$ cat src/rtl/awd_pkg.sv
package awd_pkg;
  localparam int SAMPLE_W = 12;
  localparam int THR_W    = 16;
  localparam int BUS_W    = 32;
  localparam int ADDR_W   = 2;

  typedef enum logic [1:0] {RES12 = 2'd0, RES10 = 2'd1, RES8 = 2'd2, RES6 = 2'd3} res_e;

  typedef struct packed {
    logic             enable;
    logic             allChan;
    logic             irqEn;
    res_e             res;
    logic             leftAlign;
    logic [THR_W-1:0] lowRaw;
    logic [THR_W-1:0] highRaw;
  } cfg_t;

  typedef struct packed {
    logic clrFlag;
  } strobe_t;

  function automatic logic [SAMPLE_W-1:0] toScale(input logic [THR_W-1:0] raw,
                                                  input res_e res, input logic left);
    logic [THR_W-1:0] mask;
    logic [THR_W-1:0] v;
    case ({left, res})
      {1'b0, RES12}: mask = 16'h0FFF;
      {1'b0, RES10}: mask = 16'h03FF;
      {1'b0, RES8}:  mask = 16'h00FF;
      {1'b0, RES6}:  mask = 16'h003F;
      {1'b1, RES12}: mask = 16'hFFF0;
      {1'b1, RES10}: mask = 16'hFFC0;
      {1'b1, RES8}:  mask = 16'hFF00;
      default:       mask = 16'h00FC;
    endcase
    v = raw & mask;
    if (left) v = (res == RES6) ? (v << 4) : (v >> 4);
    else      v = v << {res, 1'b0};
    return v[SAMPLE_W-1:0];
  endfunction
endpackage

$ cat src/rtl/awd_ctrl.sv
module awd_ctrl
  import awd_pkg::*;
#(
  parameter int CH_W = 5
) (
  input  logic                clk,
  input  logic                rstN,
  input  logic                regWrEn,
  input  logic [ADDR_W-1:0]   regAddr,
  input  logic [BUS_W-1:0]    regWrData,
  input  logic                convBusy,
  input  logic                flagIn,
  input  logic [SAMPLE_W-1:0] sampleIn,
  output cfg_t                cfg,
  output logic [CH_W-1:0]     chanSel,
  output strobe_t             strobe,
  output logic [BUS_W-1:0]    regRdData
);
  localparam logic [ADDR_W-1:0] A_CTRL   = 2'd0;
  localparam logic [ADDR_W-1:0] A_WINDOW = 2'd1;
  localparam logic [ADDR_W-1:0] A_STATUS = 2'd2;
  localparam logic [ADDR_W-1:0] A_SAMPLE = 2'd3;
  localparam int CH_LSB = 8;

  logic cfgWrOk;
  assign cfgWrOk = regWrEn && !convBusy;

  always_ff @(posedge clk or negedge rstN) begin
    if (!rstN) begin
      cfg     <= '0;
      chanSel <= '0;
    end else if (cfgWrOk) begin
      if (regAddr == A_CTRL) begin
        cfg.enable    <= regWrData[0];
        cfg.allChan   <= regWrData[1];
        cfg.irqEn     <= regWrData[2];
        cfg.res       <= res_e'(regWrData[4:3]);
        cfg.leftAlign <= regWrData[5];
        chanSel       <= regWrData[CH_LSB +: CH_W];
      end else if (regAddr == A_WINDOW) begin
        cfg.lowRaw  <= regWrData[THR_W-1:0];
        cfg.highRaw <= regWrData[BUS_W-1:THR_W];
      end
    end
  end

  always_comb begin
    strobe.clrFlag = regWrEn && (regAddr == A_STATUS) && regWrData[0];
  end

  always_comb begin
    regRdData = '0;
    case (regAddr)
      A_CTRL: begin
        regRdData[0]                 = cfg.enable;
        regRdData[1]                 = cfg.allChan;
        regRdData[2]                 = cfg.irqEn;
        regRdData[4:3]               = cfg.res;
        regRdData[5]                 = cfg.leftAlign;
        regRdData[CH_LSB +: CH_W]    = chanSel;
      end
      A_WINDOW: regRdData = {cfg.highRaw, cfg.lowRaw};
      A_STATUS: regRdData[0] = flagIn;
      A_SAMPLE: regRdData[SAMPLE_W-1:0] = sampleIn;
      default:  regRdData = '0;
    endcase
  end

  AST_BUSY_CFG_FROZEN: assert property (@(posedge clk) disable iff (!rstN)
    convBusy |=> ($stable(cfg) && $stable(chanSel))) else $error("busy write changed config");
endmodule

$ cat src/rtl/awd_datapath.sv
module awd_datapath
  import awd_pkg::*;
#(
  parameter int CH_W = 5
) (
  input  logic                clk,
  input  logic                rstN,
  input  logic                convValid,
  input  logic [CH_W-1:0]     convChannel,
  input  logic [SAMPLE_W-1:0] convResult,
  input  cfg_t                cfg,
  input  logic [CH_W-1:0]     chanSel,
  input  strobe_t             strobe,
  output logic                flagQ,
  output logic [SAMPLE_W-1:0] sampleQ,
  output logic                irq
);
  logic [SAMPLE_W-1:0] loThr, hiThr;
  logic chanHit, monitored, outside, hit, capture;

  assign loThr     = toScale(cfg.lowRaw,  cfg.res, cfg.leftAlign);
  assign hiThr     = toScale(cfg.highRaw, cfg.res, cfg.leftAlign);
  assign chanHit   = cfg.allChan || ((chanSel != '0) && (convChannel == chanSel));
  assign monitored = convValid && cfg.enable && chanHit;
  assign outside   = (convResult > hiThr) || (convResult < loThr);
  assign hit       = monitored && outside;
  assign capture   = hit && (!flagQ || strobe.clrFlag);

  always_ff @(posedge clk or negedge rstN) begin
    if (!rstN) begin
      flagQ   <= 1'b0;
      sampleQ <= '0;
    end else begin
      if (hit)                 flagQ <= 1'b1;
      else if (strobe.clrFlag) flagQ <= 1'b0;
      if (capture)             sampleQ <= convResult;
    end
  end

  assign irq = flagQ && cfg.irqEn;

  AST_FLAG_STICKY: assert property (@(posedge clk) disable iff (!rstN)
    (flagQ && !strobe.clrFlag) |=> flagQ) else $error("flag dropped");
  AST_INSIDE_QUIET: assert property (@(posedge clk) disable iff (!rstN)
    (!flagQ && convValid && convResult >= loThr && convResult <= hiThr) |=> !flagQ)
    else $error("in-window result set flag");
  AST_OTHER_CHAN_QUIET: assert property (@(posedge clk) disable iff (!rstN)
    (!flagQ && !cfg.allChan && convChannel != chanSel) |=> !flagQ)
    else $error("unselected channel set flag");
  AST_DISABLED_QUIET: assert property (@(posedge clk) disable iff (!rstN)
    (!flagQ && !cfg.enable) |=> !flagQ) else $error("disabled watchdog set flag");
  AST_SAMPLE_HELD: assert property (@(posedge clk) disable iff (!rstN)
    (flagQ && !strobe.clrFlag) |=> $stable(sampleQ)) else $error("sample overwritten");
endmodule

$ cat src/rtl/awd_window_watchdog.sv
module awd_window_watchdog
  import awd_pkg::*;
#(
  parameter int CH_W = 5
) (
  input  logic                clk,
  input  logic                rstN,
  input  logic                convValid,
  input  logic [CH_W-1:0]     convChannel,
  input  logic [SAMPLE_W-1:0] convResult,
  input  logic                convBusy,
  input  logic                regWrEn,
  input  logic [ADDR_W-1:0]   regAddr,
  input  logic [BUS_W-1:0]    regWrData,
  output logic [BUS_W-1:0]    regRdData,
  output logic                wdIrq
);
  cfg_t                cfg;
  strobe_t             strobe;
  logic [CH_W-1:0]     chanSel;
  logic                flag;
  logic [SAMPLE_W-1:0] sample;

  awd_ctrl #(.CH_W(CH_W)) ctrl_i (
    .clk(clk), .rstN(rstN), .regWrEn(regWrEn), .regAddr(regAddr),
    .regWrData(regWrData), .convBusy(convBusy), .flagIn(flag), .sampleIn(sample),
    .cfg(cfg), .chanSel(chanSel), .strobe(strobe), .regRdData(regRdData)
  );

  awd_datapath #(.CH_W(CH_W)) dp_i (
    .clk(clk), .rstN(rstN), .convValid(convValid), .convChannel(convChannel),
    .convResult(convResult), .cfg(cfg), .chanSel(chanSel), .strobe(strobe),
    .flagQ(flag), .sampleQ(sample), .irq(wdIrq)
  );
endmodule

$ cat config.mk
export PLATFORM = sky130hd
export DESIGN_NAME = awd_window_watchdog
export DESIGN_NICKNAME = d
export VERILOG_FILES = /design/src/rtl/awd_pkg.sv /design/src/rtl/awd_ctrl.sv /design/src/rtl/awd_datapath.sv /design/src/rtl/awd_window_watchdog.sv
export SDC_FILE = /design/constraint.sdc
export NUM_CORES = 1
export LEC_CHECK = 0
export BUFFER_PORTS_ARGS = -buffer_cell sky130_fd_sc_hd__buf_4
export CAP_MARGIN = 10
export CORE_MARGIN = 4
export CORE_UTILIZATION = 50
export CTS_BUF_LIST = sky130_fd_sc_hd__clkbuf_4
export DETAILED_ROUTE_END_ITERATION = 16
export HOLD_SLACK_MARGIN = 0.06
export PLACE_DENSITY_LB_ADDON = 0.05
export SLEW_MARGIN = 20
export SYNTH_ARGS = -nofsm -noshare
export SYNTH_HDL_FRONTEND = slang
export SYNTH_SLANG_ARGS = --single-unit
$ cat constraint.sdc
create_clock -name clk -period 3.9 [get_ports clk]
set_clock_uncertainty 0.2 [all_clocks]
set_input_delay 0.195 -clock clk [delete_from_list [all_inputs] [get_ports clk]]
set_output_delay 0.195 -clock clk [all_outputs]
set_load 0.01 [all_outputs]
## Yosys cells after proc, flatten, opt, wreduce, memory -nomap -nowiden

Cells that the tools add are included.
Widths: inputs -> output; s select.

- Bits in registers: 56
- Output and inout port bits: 33
- Word-level logic and storage cells: 61

- Magnitude comparators: 2
- Eq/ne operators: 11
- Shift-type cells: 2
- Mux-type cells: 13
- Bitwise logic cells: 3
- Reduce and logical (&&, ||, !) cells: 20

Operator list:

| operator | number |
|---|---|
| $pmux 16 s7 | 1 |
| $mux 12 | 4 |
| $and 16x16->16 | 2 |
| $shl 16x3->12 | 2 |
| $mux 19 | 1 |
| $pmux 5 s3 | 1 |
| $gt 12x12->1 | 1 |
| $lt 12x12->1 | 1 |
| $pmux 4 s3 | 1 |
| $eq 3x3->1 const B | 3 |
| $logic_and 1x1->1 | 9 |
| $eq 2x2->1 const B | 3 |
| $eq 3x2->1 const B | 2 |
| $eq 5x5->1 | 1 |
| $reduce_bool 5->1 | 1 |
| $pmux 1 s4 | 1 |
| $pmux 2 s2 | 1 |
| $eq 3x1->1 const B | 1 |
| $logic_not 3->1 | 1 |
| $logic_or 1x1->1 | 3 |
| $reduce_and 3->1 | 1 |
| $eq 2x1->1 const B | 1 |
| $logic_not 1->1 | 2 |
| $logic_not 2->1 | 1 |
| other kinds (5) | 6 |

## Logic depth before layout (Yosys ltp)

Gate-level depths: netlist of the first run.

- Depth after elaboration: 9
- Depth in mapped cells: 16
- Mapped depth without buffers: 13

## By module

A second synthesis of the first run with hierarchy kept.

- Cell total of the unflattened synthesis: 390
- Area total of the unflattened synthesis: 4182.8 um^2

By module, submodules not included:

| module | instances | cells an instance | area each (um^2) | sequential area each (um^2) |
|---|---|---|---|---|
| awd_ctrl | 1 | 145 | 2213.4 | 1076.0 |
| awd_datapath | 1 | 245 | 1969.4 | 325.3 |

## Worst setup path before layout of the first run

Ideal clock, no wire load.

- Path type: flip-flop to flip-flop
- From: reg, netlist name ctrl_i.cfg[33]
- To: reg dp_i.sampleQ[10]
- Arrival: 2930 ps
- Slack: 645 ps
- Stages on the path, launching flop included: 14
- Clock period less this slack: 3255 ps
- Cells stage by stage: dfrtp_1 > buf_6 > clkbuf_1 > clkbuf_1 > nand3_1 > nand3_1 > o21ai_0 > ha_1 > nand4_1 > nor3_1 > a2111oi_4 > o21ai_2 > buf_6 > mux2_4

- Longest elaborated chain between the ends: 9
- Elaborated cells between the ends (all ways): 22
- Those cells by class: order compare (2); eq/ne (7); shift (2); mux (5); bitwise (2); reduce/logical (4)

RTL lines:

| item | line | source |
|---|---|---|
| $eq 3x3->1, or another cell as far along | awd_pkg.sv:27 | `case ({left, res})` |
| $pmux 16 s7 | awd_pkg.sv:27 |  |
| $and 16x16->16 | awd_pkg.sv:37 | `v = raw & mask;` |
| $shl 16x3->12 / $mux 12 (equally long branches) | awd_pkg.sv:39, awd_pkg.sv:38 |  |
| $mux 12 | awd_pkg.sv:38 | `if (left) v = (res == RES6) ? (v << 4) : (v >> 4);` |
| $gt 12x12->1 / $lt 12x12->1 (equally long branches) | awd_datapath.sv:25 | `assign outside = (convResult > hiThr) \|\| (convResult < loThr);` |
| $logic_or 1x1->1 (*) | awd_datapath.sv:25 |  |
| $logic_and 1x1->1 (*) | awd_datapath.sv:26 | `assign hit = monitored && outside;` |
| $logic_and 1x1->1 (*) | awd_datapath.sv:27 | `assign capture = hit && (!flagQ \|\| strobe.clrFlag);` |
| end signal, assigned | awd_datapath.sv:36 | `if (capture) sampleQ <= convResult;` |
| end, declared | awd_datapath.sv:15 | `output logic [SAMPLE_W-1:0] sampleQ,` |

Every way passes the cells marked *; elsewhere a longest branch is shown, timed or not.
A chain may end at the register's enable or synchronous reset.

## Final worst setup path of the first run

- From: reg, netlist name ctrl_i.cfg[33]
- To: reg dp_i.sampleQ[1]

- Longest elaborated chain between the ends: 9
- Elaborated cells between the ends (all ways): 22
- Those cells by class: order compare (2); eq/ne (7); shift (2); mux (5); bitwise (2); reduce/logical (4)

RTL lines:

| item | line |
|---|---|
| $eq 3x3->1, or another cell as far along | awd_pkg.sv:27 |
| $pmux 16 s7 | awd_pkg.sv:27 |
| $and 16x16->16 | awd_pkg.sv:37 |
| $shl 16x3->12 / $mux 12 (equally long branches) | awd_pkg.sv:39, awd_pkg.sv:38 |
| $mux 12 | awd_pkg.sv:38 |
| $gt 12x12->1 / $lt 12x12->1 (equally long branches) | awd_datapath.sv:25 |
| $logic_or 1x1->1 (*) | awd_datapath.sv:25 |
| $logic_and 1x1->1 (*) | awd_datapath.sv:26 |
| $logic_and 1x1->1 (*) | awd_datapath.sv:27 |

Marks and branches as above.

==> results.ini, run 1 <==
[clock_network]
tritoncts_clock_tree = done
ctsHtreeMaxLevel = 2
cts_buffers = 5
cts.sink_count = 56
cts.root.buffer_cell = sky130_fd_sc_hd__clkbuf_4
worst_setup_hold_path_clk_slew_ns = 0.17
clock_path_buffers = 2
cts.repair_timing.setup_buffer_count = 0
worstSkewPairLatency_ns = 0.38

[global_route]
grt_use_total_pct = 24.1
initial_antenna_violation_count = 0
first_global_vias = 3611
grt_first_pass_wirelength_mm = 18.7
grt_start_max_net_pins = 57
gr-total-overflow = 0

[finish]
layout.core_utilization_pct = 68.3
fin_area_um2 = 5300
antenna_diode_instance_count = 0
nets = 611
syn2layout_area_growth_pct = 31.7
drive_above_1_share_pct = 32.8

[detailed_routing]
detailedRoute.firstIterationViolations = 194
firstDrtPassIters = 4
wire_length_after_detailed_routing_mm = 11.2
remaining_drc_errors = 0
routedWlPerCell_um = 17.6
antenna_violating_nets_post_route = 0
drt-vias-per-instance = 5.54
detailroute.via_count = 3519

[power]
power_leakage_nw = 2.43
power_density_nw_per_um2 = 451
vdd.ir_drop.worst_v = 0.000191

[synthesis]
ys_dominant_reg_cell = sky130_fd_sc_hd__dfrtp_1
yosys-top-cells-area = sky130_fd_sc_hd__dfrtp_1 (35%), sky130_fd_sc_hd__mux2_2 (15%), sky130_fd_sc_hd__mux2i_1 (7.7%), sky130_fd_sc_hd__ha_1 (7.1%), sky130_fd_sc_hd__o21ai_0 (5.0%)
mappedNetlistNets = 488
async_flop_share_pct = 100
synth_enable_flop_cells = 0
post_synth_cell_types = 42
syn-cell-area_um2 = 4030
synth.ff_latch_count = 56
syn-instance-count = 409
yosysSeqAreaShare_pct = 34.8
syn_area_per_cell_um2 = 9.84
yosys.area.top_type = sky130_fd_sc_hd__dfrtp_1
synth.most_common_cell = sky130_fd_sc_hd__dfrtp_1
synth_largest_type_area_fraction_pct = 34.8
post_synth_most_frequent_cells = sky130_fd_sc_hd__dfrtp_1 (56), sky130_fd_sc_hd__mux2_2 (53), sky130_fd_sc_hd__nand2_1 (40), sky130_fd_sc_hd__o21ai_0 (40), sky130_fd_sc_hd__mux2i_1 (31)
synth.yosys.warnings = 0

[worst_setup_path]
reg2reg_depth = 10
crit_path_end_kind = flip-flop
worstPathBufferInverterCount = 1
crit_path_end = dp_i.sampleQ[1]
max_stage_delay_ns = 0.45
critical_path.cell_chain = nand2_1, buf_4, mux2_2, a21oi_1, ha_1, and4_1, a221oi_1, nand4_1, o21ai_4, mux2_2
cp_num_cells = 10
critPathArrivalTime_ns = 3.59
timing.rr.start = ctrl_i.cfg[33]
critical_path_peak_fanout = 12
worst_r2r_endpoint = dp_i.sampleQ[1]
setup.worst_path.class = reg2reg
start_kind = flip-flop
crit_required_ns = 3.98
cp_slowest_cell = sky130_fd_sc_hd__dfrtp_1
critPathMostFrequentCell = sky130_fd_sc_hd__mux2_2
r2r_slack_ns = 0.39
critical_path.top_delay_family = compound AO/OA/AOI/OAI gates
crit_start = ctrl_i.cfg[33]

[run_status]
outcome = complete, no violations

[floorplan]
rows = 32
count_of_boundary_i_o_pins = 89
design.die.area_um2 = 9550
fp.dieH_um = 97.7
core_um2 = 7770
die_w_um = 97.7
initial_utilization_pct = 51.8

[timing]
slew_headroom_pct = 51.5
hold_violations = 0
finalCritPeriodShare_pct = 89.9
fmax_mhz = 285
rsz0062_at_grt = false
finalSetupTns_ns = 0
finalSetupViolCount = 0
maxSlewViolCount = 0
worst-slew-pin-transition_ns = 0.728
final_critical_path_required_period_ns = 3.51

[run]
cap_violations = 0

[placement]
dp_hpwl_mm = 8.13
placement.io_buffers = 88
gp_congestion = 0.858
placedInstanceArea_um2 = 4730

[worst_hold_path]
hold_path_class = in2reg

[where the power goes]
part	switching (W)	total [W]	internal, W
clock network	0.000196	0.000276	0.0000797
registers	0.000184	0.000929	0.000745
logic	0.000569	0.00119	0.000620
[repair_timing]
action,CTS,global route
resized for setup,0,2
endpoints found under the hold margin,112,0
endpoints found under the setup margin,0,10
hold buffers,50,0
[flip-flops by register name (all words and copies together) (netlist names)]
register / cells
ctrl_i.chanSel: 5
dp_i.sampleQ: 12
dp_i.flagQ: 1
ctrl_i.cfg: 38
[kinds of logic after synthesis]
group | share of synthesized area [%]
adders and majority gates | 7.15
DFF | 34.8
xor gates and xnor gates | 1.09
buffers and inverters | 3.70
AOI/OAI and AO/OA | 10.2
muxes | 27.1
and+or+nand+nor | 15.9
[worst register-to-register path, cell delays in order (launching register included)]
cell and delay (ns):
sky130_fd_sc_hd__dfrtp_1 0.45, sky130_fd_sc_hd__nand2_1 0.25, sky130_fd_sc_hd__buf_4 0.24, sky130_fd_sc_hd__mux2_2 0.35, sky130_fd_sc_hd__a21oi_1 0.24, sky130_fd_sc_hd__ha_1 0.29
sky130_fd_sc_hd__and4_1 0.22, sky130_fd_sc_hd__a221oi_1 0.32, sky130_fd_sc_hd__nand4_1 0.20, sky130_fd_sc_hd__o21ai_4 0.24, sky130_fd_sc_hd__mux2_2 0.40
[layer usage]
metal | wire length, µm | vias up | track usage, %
li1 | - | 1716 | -
met5 | 0 | - | 0
met1 | 5190 | 1694 | 34.7
met4 | 242 | 0 | 6.60
met2 | 5260 | 90 | 38.3
met3 | 460 | 19 | 2.94
[cell usage in the layout, fill, tap and decap left out, types with 2 or more instances in the layout]
master and count:
sky130_fd_sc_hd__a21oi_1 19, sky130_fd_sc_hd__mux2i_1 31, sky130_fd_sc_hd__nor2b_1 3, sky130_fd_sc_hd__and2_1 21, sky130_fd_sc_hd__nor2_1 15, sky130_fd_sc_hd__buf_4 96, sky130_fd_sc_hd__nand4_1 4, sky130_fd_sc_hd__a21o_1 3
sky130_fd_sc_hd__clkbuf_4 6, sky130_fd_sc_hd__nor4_1 2, sky130_fd_sc_hd__nand3_1 21, sky130_fd_sc_hd__or3_1 3, sky130_fd_sc_hd__mux2_4 10, sky130_fd_sc_hd__xnor2_1 2, sky130_fd_sc_hd__nor3_1 7, sky130_fd_sc_hd__dlygate4sd3_1 50
sky130_fd_sc_hd__o21ai_0 40, sky130_fd_sc_hd__mux2_2 53, sky130_fd_sc_hd__nand2b_1 4, sky130_fd_sc_hd__xor2_1 3, sky130_fd_sc_hd__ha_1 23, sky130_fd_sc_hd__nand2_1 40, sky130_fd_sc_hd__dfrtp_1 56
[how the worst min path moves through the flow]
stage | startpoint | end | slack (ns) | depth (start not counted)
floorplan | rstN | ctrl_i.cfg[0] | -0.30 | 0
global placement | rstN | dp_i.flagQ | 0.09 | 1
detailed placement | rstN | dp_i.flagQ | 0.1 | 1
CTS | regAddr[0] | dp_i.flagQ | 0.14 | 4
global route | regAddr[0] | dp_i.flagQ | 0.17 | 4
finish | regAddr[0] | dp_i.flagQ | 0.16 | 4
[stage by stage]
| stage | hold slack (ns) | total power [W] | std cells | worst slack (ns) |
|---|---|---|---|---|
| 4_1_cts | 0.142 | 0.00239 | 635 | 0.247 |
| 3_3_place_gp | 0.0913 | 0.00204 | 577 | 0.393 |
| 5_1_grt | 0.172 | 0.00259 | 635 | 0.101 |
| 2_1_floorplan | -0.301 | 0.00170 | 409 | 0.645 |
| 3_5_place_dp | 0.0973 | 0.00207 | 577 | 0.265 |
| 6_report | 0.160 | 0.00239 | 635 | 0.392 |
[cell type report]
cell class	count	area (µm²)
clock buffers	6	45.0
well taps	102	128
clock inverters	2	13.8
flip-flops and latches	56	1400
multi-input cells	322	2490
fillers	642	2460
repair buffers	146	1220
inverters	1	3.75
Note: power is estimated with default switching activity, not from simulation.
==> inputs of run 2 (changes only) <==
--- a/config.mk
+++ b/config.mk
@@ -5,6 +5,7 @@
 export SDC_FILE = /design/constraint.sdc
 export NUM_CORES = 1
 export LEC_CHECK = 0
+export ABC_AREA = 1
 export BUFFER_PORTS_ARGS = -buffer_cell sky130_fd_sc_hd__buf_4
 export CAP_MARGIN = 10
 export CORE_MARGIN = 4
==> results.ini, run 2 <==
[synthesis]
syn-cell-area_um2 = 3780
synth.ff_latch_count = 56
yosysSeqAreaShare_pct = 37.1
synth_largest_type_area_fraction_pct = 37.1
yosys.area.top_type = sky130_fd_sc_hd__dfrtp_1
async_flop_share_pct = 100
synth.yosys.warnings = 0
syn_area_per_cell_um2 = 7.17
synth.most_common_cell = sky130_fd_sc_hd__nand2_1
yosys-top-cells-area = sky130_fd_sc_hd__dfrtp_1 (37%), sky130_fd_sc_hd__nand2_1 (12%), sky130_fd_sc_hd__ha_1 (7.6%), sky130_fd_sc_hd__o21ai_0 (6.2%), sky130_fd_sc_hd__inv_1 (6.1%)
mappedNetlistNets = 606
synth_enable_flop_cells = 0
syn-instance-count = 527
post_synth_most_frequent_cells = sky130_fd_sc_hd__nand2_1 (117), sky130_fd_sc_hd__inv_1 (61), sky130_fd_sc_hd__nor2_1 (58)
post_synth_cell_types = 30
ys_dominant_reg_cell = sky130_fd_sc_hd__dfrtp_1

[clock_network]
clock_path_buffers = 2
tritoncts_clock_tree = done
cts.root.buffer_cell = sky130_fd_sc_hd__clkbuf_4
cts.repair_timing.setup_buffer_count = 0
cts.sink_count = 56
ctsHtreeMaxLevel = 2
worstSkewPairLatency_ns = 0.41
cts_buffers = 5
worst_setup_hold_path_clk_slew_ns = 0.20

[timing]
maxSlewViolCount = 0
final_critical_path_required_period_ns = 3.52
fin_hold_ws_ns = 0.147
slew_headroom_pct = 31.4
finalSetupViolCount = 0
rsz0062_at_grt = false
finalCritPeriodShare_pct = 90.2
finalSetupTns_ns = 0
fmax_mhz = 284
hold_violations = 0
worst-slew-pin-transition_ns = 1.03

[worst_setup_path]
crit_required_ns = 4.01
critPathArrivalTime_ns = 3.63
cp_num_cells = 19
critPathMostFrequentCell = sky130_fd_sc_hd__nand2_1
critical_path.cell_chain = buf_4, inv_2, buf_4, nand2_1, o22ai_1, o21ai_1, o221ai_1, ha_1, nand2_1, inv_1, nand3_1, nor3_1, nand2_1, o211ai_1, nand2_1, nand2_2, nand3_2, nand2_1, nand2_1
critical_path_peak_fanout = 12
crit_path_end_kind = flip-flop
critical_path.top_delay_family = simple AND/OR/NAND/NOR gates
max_stage_delay_ns = 0.55
start_kind = flip-flop
cp_slowest_cell = sky130_fd_sc_hd__dfrtp_1
reg2reg_depth = 19
worstPathBufferInverterCount = 4
setup.worst_path.class = reg2reg

[power]
vdd.ir_drop.worst_v = 0.000227
power_leakage_nw = 2.63
power_density_nw_per_um2 = 457

[detailed_routing]
firstDrtPassIters = 5
antenna_violating_nets_post_route = 0
detailedRoute.firstIterationViolations = 471
detailroute.via_count = 4211
wire_length_after_detailed_routing_mm = 12.9
routedWlPerCell_um = 17.1
remaining_drc_errors = 0
drt-vias-per-instance = 5.59

[floorplan]
die_w_um = 94.9
design.die.area_um2 = 9010
count_of_boundary_i_o_pins = 89
core_um2 = 7290
rows = 31
fp.dieH_um = 94.9
initial_utilization_pct = 51.8

[finish]
layout.cells.non_filler = 753
largest_reg_flops = 38
multi_input_combinational_cell_area_um2 = 2020
sequential_cell_area_um2 = 1400
nFillCells = 606
drive_above_1_share_pct = 17.9
nets = 732
antenna_diode_instance_count = 0
layout.core_utilization_pct = 69.6
highest_count_cells_in_the_layout_ignoring_fill_and_taps = sky130_fd_sc_hd__nand2_1 (116), sky130_fd_sc_hd__buf_4 (98), sky130_fd_sc_hd__inv_1 (61)
largest-register = ctrl_i.cfg
syn2layout_area_growth_pct = 34.3
reg_top3 = ctrl_i.cfg (38), dp_i.sampleQ (12), ctrl_i.chanSel (5)
final_common_cell = sky130_fd_sc_hd__nand2_1

[worst_hold_path]
hold_path_class = in2async

[run]
cap_violations = 0

[global_route]
grt_first_pass_wirelength_mm = 20.8
gr-total-overflow = 0
grt_start_max_net_pins = 65
grt_use_total_pct = 30.1
initial_antenna_violation_count = 0
first_global_vias = 4107

[placement]
placed_cells = 699
placement.io_buffers = 88
gp_congestion = 1.01
dp_hpwl_mm = 9.21

[run_status]
outcome = complete, no violations

-- run 2: cell count changes after synthesis, sizes merged, moves of 5 or more --
cell    delta
nand2     +78
inv       +65
mux2      -64
nor2      +44
mux2i     -31
a21oi     +22
and2      -22
o221ai    +16
o21ai     +12
o22ai     +12
nand4     +11
nor3       -5
-- run 2: worst paths after layout --
kind / startpoint / to / slack [ns]
max: ctrl_i.cfg[34] / dp_i.sampleQ[8] / 0.38
min: rstN / dp_i.sampleQ[11] / 0.15
max reg2reg: ctrl_i.cfg[34] / dp_i.sampleQ[8] / 0.38
min reg2reg: dp_i.sampleQ[3] / dp_i.sampleQ[3] / 0.30
max in group asynchronous: rstN / ctrl_i.cfg[33] / 2.83
min in group clk: regWrEn / dp_i.flagQ / 0.23
-- run 2: final cells by class --
| cell class | instances | area share [%] |
|---|---|---|
| clock buffer | 5 | 0.740 |
| clock inverter | 3 | 0.912 |
| inverter | 67 | 4.96 |
| multi-input combinational | 379 | 39.7 |
| sequential | 56 | 27.6 |
| tap | 99 | 2.44 |
| timing repair buffer | 144 | 23.6 |
-- run 2: kinds of logic after synthesis --
kind of cell | after synthesis | synth area share [%]
AND/OR/NAND/NOR | 217 | 23.9
AO/OA/AOI/OAI | 135 | 20.9
buffers and inverters | 92 | 9.64
flip-flops | 56 | 37.1
adder cells (fa/ha/maj) | 23 | 7.62
XOR/XNOR | 4 | 0.927
-- run 2: where the power goes --
part	leakage [nW]	switching, W	internal, W
Clock	0.0471	0.000208	0.000139
Sequential	0.665	0.000155	0.000728
Combinational	1.92	0.000640	0.000447
-- run 2: worst register-to-register path, cell delays in order, from the launching register on --
cell,delay [ns]
sky130_fd_sc_hd__dfrtp_1,0.55
sky130_fd_sc_hd__buf_4,0.23
sky130_fd_sc_hd__inv_2,0.06
sky130_fd_sc_hd__buf_4,0.17
sky130_fd_sc_hd__nand2_1,0.30
sky130_fd_sc_hd__o22ai_1,0.15
sky130_fd_sc_hd__o21ai_1,0.15
sky130_fd_sc_hd__o221ai_1,0.13
sky130_fd_sc_hd__ha_1,0.32
sky130_fd_sc_hd__nand2_1,0.08
sky130_fd_sc_hd__inv_1,0.05
sky130_fd_sc_hd__nand3_1,0.08
sky130_fd_sc_hd__nor3_1,0.21
sky130_fd_sc_hd__nand2_1,0.08
sky130_fd_sc_hd__o211ai_1,0.08
sky130_fd_sc_hd__nand2_1,0.08
sky130_fd_sc_hd__nand2_2,0.09
sky130_fd_sc_hd__nand3_2,0.22
sky130_fd_sc_hd__nand2_1,0.16
sky130_fd_sc_hd__nand2_1,0.07
-- run 2: what timing repair did --
item                                    4_1_cts  5_1_grt
gates resized for setup                       0        1
endpoints found under the hold margin       112        0
hold buffers                                 46        0
endpoints found under the setup margin        0        1
-- run 2: layer usage --
metal / track usage (%) / vias up / wire length, µm
met5: 0 / - / 0
li1: - / 2027 / -
met4: 9.13 / 0 / 228
met2: 47.6 / 205 / 5890
met3: 3.67 / 23 / 953
met1: 43.0 / 1956 / 5810
-- run 2: through the flow --
step           instance area, µm²  setup slack [ns]  total power, W
6_report                     5070             0.384         0.00232
3_5_place_dp                 4530             0.463         0.00191
4_1_cts                      5070             0.437         0.00229
3_3_place_gp                 4530             0.540         0.00189
5_1_grt                      5070             0.130         0.00250
2_1_floorplan                3780             0.914         0.00151
==> inputs of run 3 (changes only) <==
--- a/config.mk
+++ b/config.mk
@@ -6,14 +6,15 @@
 export NUM_CORES = 1
 export LEC_CHECK = 0
 export ABC_AREA = 1
-export BUFFER_PORTS_ARGS = -buffer_cell sky130_fd_sc_hd__buf_4
 export CAP_MARGIN = 10
 export CORE_MARGIN = 4
 export CORE_UTILIZATION = 50
 export CTS_BUF_LIST = sky130_fd_sc_hd__clkbuf_4
 export DETAILED_ROUTE_END_ITERATION = 16
+export DONT_BUFFER_PORTS = 1
 export HOLD_SLACK_MARGIN = 0.06
 export PLACE_DENSITY_LB_ADDON = 0.05
+export SETUP_SLACK_MARGIN = 0.4
 export SLEW_MARGIN = 20
 export SYNTH_ARGS = -nofsm -noshare
 export SYNTH_HDL_FRONTEND = slang
==> results.ini, run 3 (synthesized netlist as in run 2, its figures left out) <==
[run_status]
outcome = complete, no violations

[detailed_routing]
routedWlPerCell_um = 18.1
route.top_layer_used = met5
detailroute.via_count = 3886
wire_length_after_detailed_routing_mm = 12.0
remaining_drc_errors = 0
drt-met1-wl_mm = 5.28
dr_wl_met2_mm = 5.21
firstDrtPassIters = 6
detailedRoute.firstIterationViolations = 378
drt-vias-per-instance = 5.83
antenna_violating_nets_post_route = 0
dr_wl_met3_mm = 1.20

[worst_setup_path]
crit_required_ns = 4.08
r2r_slack_ns = 0.61
max_stage_delay_ns = 0.47
timing.rr.start = ctrl_i.cfg[34]
critical_path.top_delay_family = simple AND/OR/NAND/NOR gates
setup.worst_path.class = reg2reg
crit_path_end_kind = flip-flop
worst_r2r_endpoint = dp_i.sampleQ[3]
critical_path_peak_fanout = 18
critical_path.cell_chain = nand2_1, inv_2, nor2_4, inv_4, nand2_1, o22ai_1, nor2_1, o21ai_0, o221ai_1, ha_1, nand3_1, nor3_2, nand2_1, o211ai_1, nand2_1, nand2_2, buf_4, nand4_1, nand2_1
critPathArrivalTime_ns = 3.46
cp_slowest_cell = sky130_fd_sc_hd__dfrtp_1
reg2reg_depth = 19
critPathMostFrequentCell = sky130_fd_sc_hd__nand2_1
worstPathBufferInverterCount = 3
start_kind = flip-flop

[power]
proportion_of_power_drawn_by_flip_flops_and_latches_pct = 40.6
power.share.combinational_pct = 45.7
switching_share_pct = 45.7
power_density_nw_per_um2 = 484
relative_contribution_of_the_clock_network_to_total_power_pct = 13.6
p_int_w = 0.00117
power_leakage_nw = 2.20
power.net_switching_w = 0.000983
vdd.ir_drop.worst_v = 0.000268

[floorplan]
design.die.area_um2 = 9010
count_of_boundary_i_o_pins = 89
die_w_um = 94.9
initial_utilization_pct = 51.8
fp.dieH_um = 94.9
rows = 31
core_um2 = 7290

[global_route]
grt_use_total_pct = 27.8
grt_first_pass_wirelength_mm = 19.3
initial_antenna_violation_count = 0
gr-total-overflow = 0
grt_start_max_net_pins = 65
first_global_vias = 3750

[timing]
worst-slew-pin-transition_ns = 1.03
finalSetupTns_ns = 0
finalSetupViolCount = 0
slew_headroom_pct = 30.8
post-route-worst-setup-slack_ns = 0.613
fmax_mhz = 304
hold_violations = 0
finalCritPeriodShare_pct = 84.3
final_critical_path_required_period_ns = 3.29
rsz0062_at_grt = false
maxSlewViolCount = 0

[finish]
antenna_diode_instance_count = 0
syn2layout_area_growth_pct = 17.5
largest-register = ctrl_i.cfg
largest_reg_flops = 38
drive_above_1_share_pct = 5.29
final_common_cell = sky130_fd_sc_hd__nand2_1
nets = 645
highest_count_cells_in_the_layout_ignoring_fill_and_taps = sky130_fd_sc_hd__nand2_1 (116), sky130_fd_sc_hd__inv_1 (61), sky130_fd_sc_hd__nor2_1 (58)
layout.core_utilization_pct = 60.9
reg_top3 = ctrl_i.cfg (38), dp_i.sampleQ (12), ctrl_i.chanSel (5)
nFillCells = 707
layout.cells.non_filler = 666

[worst_hold_path]
min-delay-start = convChannel[4]
worst_hold_path.endpoint = dp_i.flagQ
hold_path_depth = 6
hold_path_class = in2reg

[clock_network]
cts.sink_count = 56
worstSkewPairLatency_ns = 0.42
worst_setup_hold_path_clk_slew_ns = 0.20
tritoncts_clock_tree = done
clock_path_buffers = 2
ctsHtreeMaxLevel = 2
cts.root.buffer_cell = sky130_fd_sc_hd__clkbuf_4
cts_buffers = 5

[run]
cap_violations = 0

[placement]
gp_congestion = 1.05
detailedPlace.worstSlack_ns = 0.460
placed_cells = 610
placement.io_buffers = 0
dp_hpwl_mm = 8.44

==> run 3: cell types whose count changed in the layout (fill, tap and decap cells not counted), sizes merged <==
cell      before  now
buf           98   11
inv           67   66
clkinvlp       0    2
bufinv         1    0
==> run 3: layout make-up <==
cell class              count  area [µm²]  share of cell area (%)
multi-input cells         379        2030                    45.7
flip-flops and latches     56        1400                    31.5
repair buffers             57         567                    12.8
inverters                  67         258                    5.80
well taps                  99         124                    2.79
clock buffers               5        37.5                   0.845
clock inverters             3        26.3                   0.592
==> run 3: worst max-delay path by stage <==
stage,start,to,depth (start not counted)
2_1_floorplan,ctrl_i.cfg[34],dp_i.sampleQ[10],22
6_report,ctrl_i.cfg[34],dp_i.sampleQ[3],19
3_3_place_gp,ctrl_i.cfg[32],dp_i.sampleQ[3],18
5_1_grt,ctrl_i.cfg[33],dp_i.sampleQ[10],19
3_5_place_dp,ctrl_i.cfg[32],dp_i.sampleQ[3],18
4_1_cts,ctrl_i.cfg[32],dp_i.sampleQ[2],18
==> run 3: layer usage <==
metal | GRT usage [%] | vias up
met5 | 0 | -
met4 | 7.93 | 2
met3 | 6.61 | 41
met2 | 42.1 | 211
met1 | 39.5 | 1781
li1 | - | 1851
==> run 3: worst register-to-register path, cell delays in order, from the launching register on <==
cell and delay, ns:
sky130_fd_sc_hd__dfrtp_1 0.47, sky130_fd_sc_hd__nand2_1 0.12, sky130_fd_sc_hd__inv_2 0.10, sky130_fd_sc_hd__nor2_4 0.07, sky130_fd_sc_hd__inv_4 0.18, sky130_fd_sc_hd__nand2_1 0.16, sky130_fd_sc_hd__o22ai_1 0.26, sky130_fd_sc_hd__nor2_1 0.08
sky130_fd_sc_hd__o21ai_0 0.17, sky130_fd_sc_hd__o221ai_1 0.14, sky130_fd_sc_hd__ha_1 0.30, sky130_fd_sc_hd__nand3_1 0.11, sky130_fd_sc_hd__nor3_2 0.15, sky130_fd_sc_hd__nand2_1 0.07, sky130_fd_sc_hd__o211ai_1 0.08, sky130_fd_sc_hd__nand2_1 0.08
sky130_fd_sc_hd__nand2_2 0.11, sky130_fd_sc_hd__buf_4 0.19, sky130_fd_sc_hd__nand4_1 0.12, sky130_fd_sc_hd__nand2_1 0.11
==> run 3: power groups by stage <==
| stage | Sequential, W | Combinational (W) | Clock, W |
|---|---|---|---|
| 2_1_floorplan | 0.000821 | 0.000688 | 0 |
| 6_report | 0.000874 | 0.000983 | 0.000293 |
| 3_3_place_gp | 0.000877 | 0.000868 | 0 |
| 4_1_cts | 0.000865 | 0.000943 | 0.000295 |
| 3_5_place_dp | 0.000871 | 0.000891 | 0 |
| 5_1_grt | 0.000889 | 0.00111 | 0.000317 |
==> run 3: metrics by stage <==
stage          area [µm²]  hold WS (ns)  power [W]
2_1_floorplan        3780        -0.301    0.00151
3_3_place_gp         3860        -0.299    0.00175
3_5_place_dp         3860        -0.299    0.00176
4_1_cts              4410        0.0824    0.00210
5_1_grt              4440         0.150    0.00231
6_report             4440        0.0892    0.00215
==> run 3: what timing repair did <==
action	4_1_cts	5_1_grt
hold endpoints to repair	112	0
gates resized for setup	0	9
hold buffers	47	0
buffers inserted	0	1
setup endpoints to repair	0	13
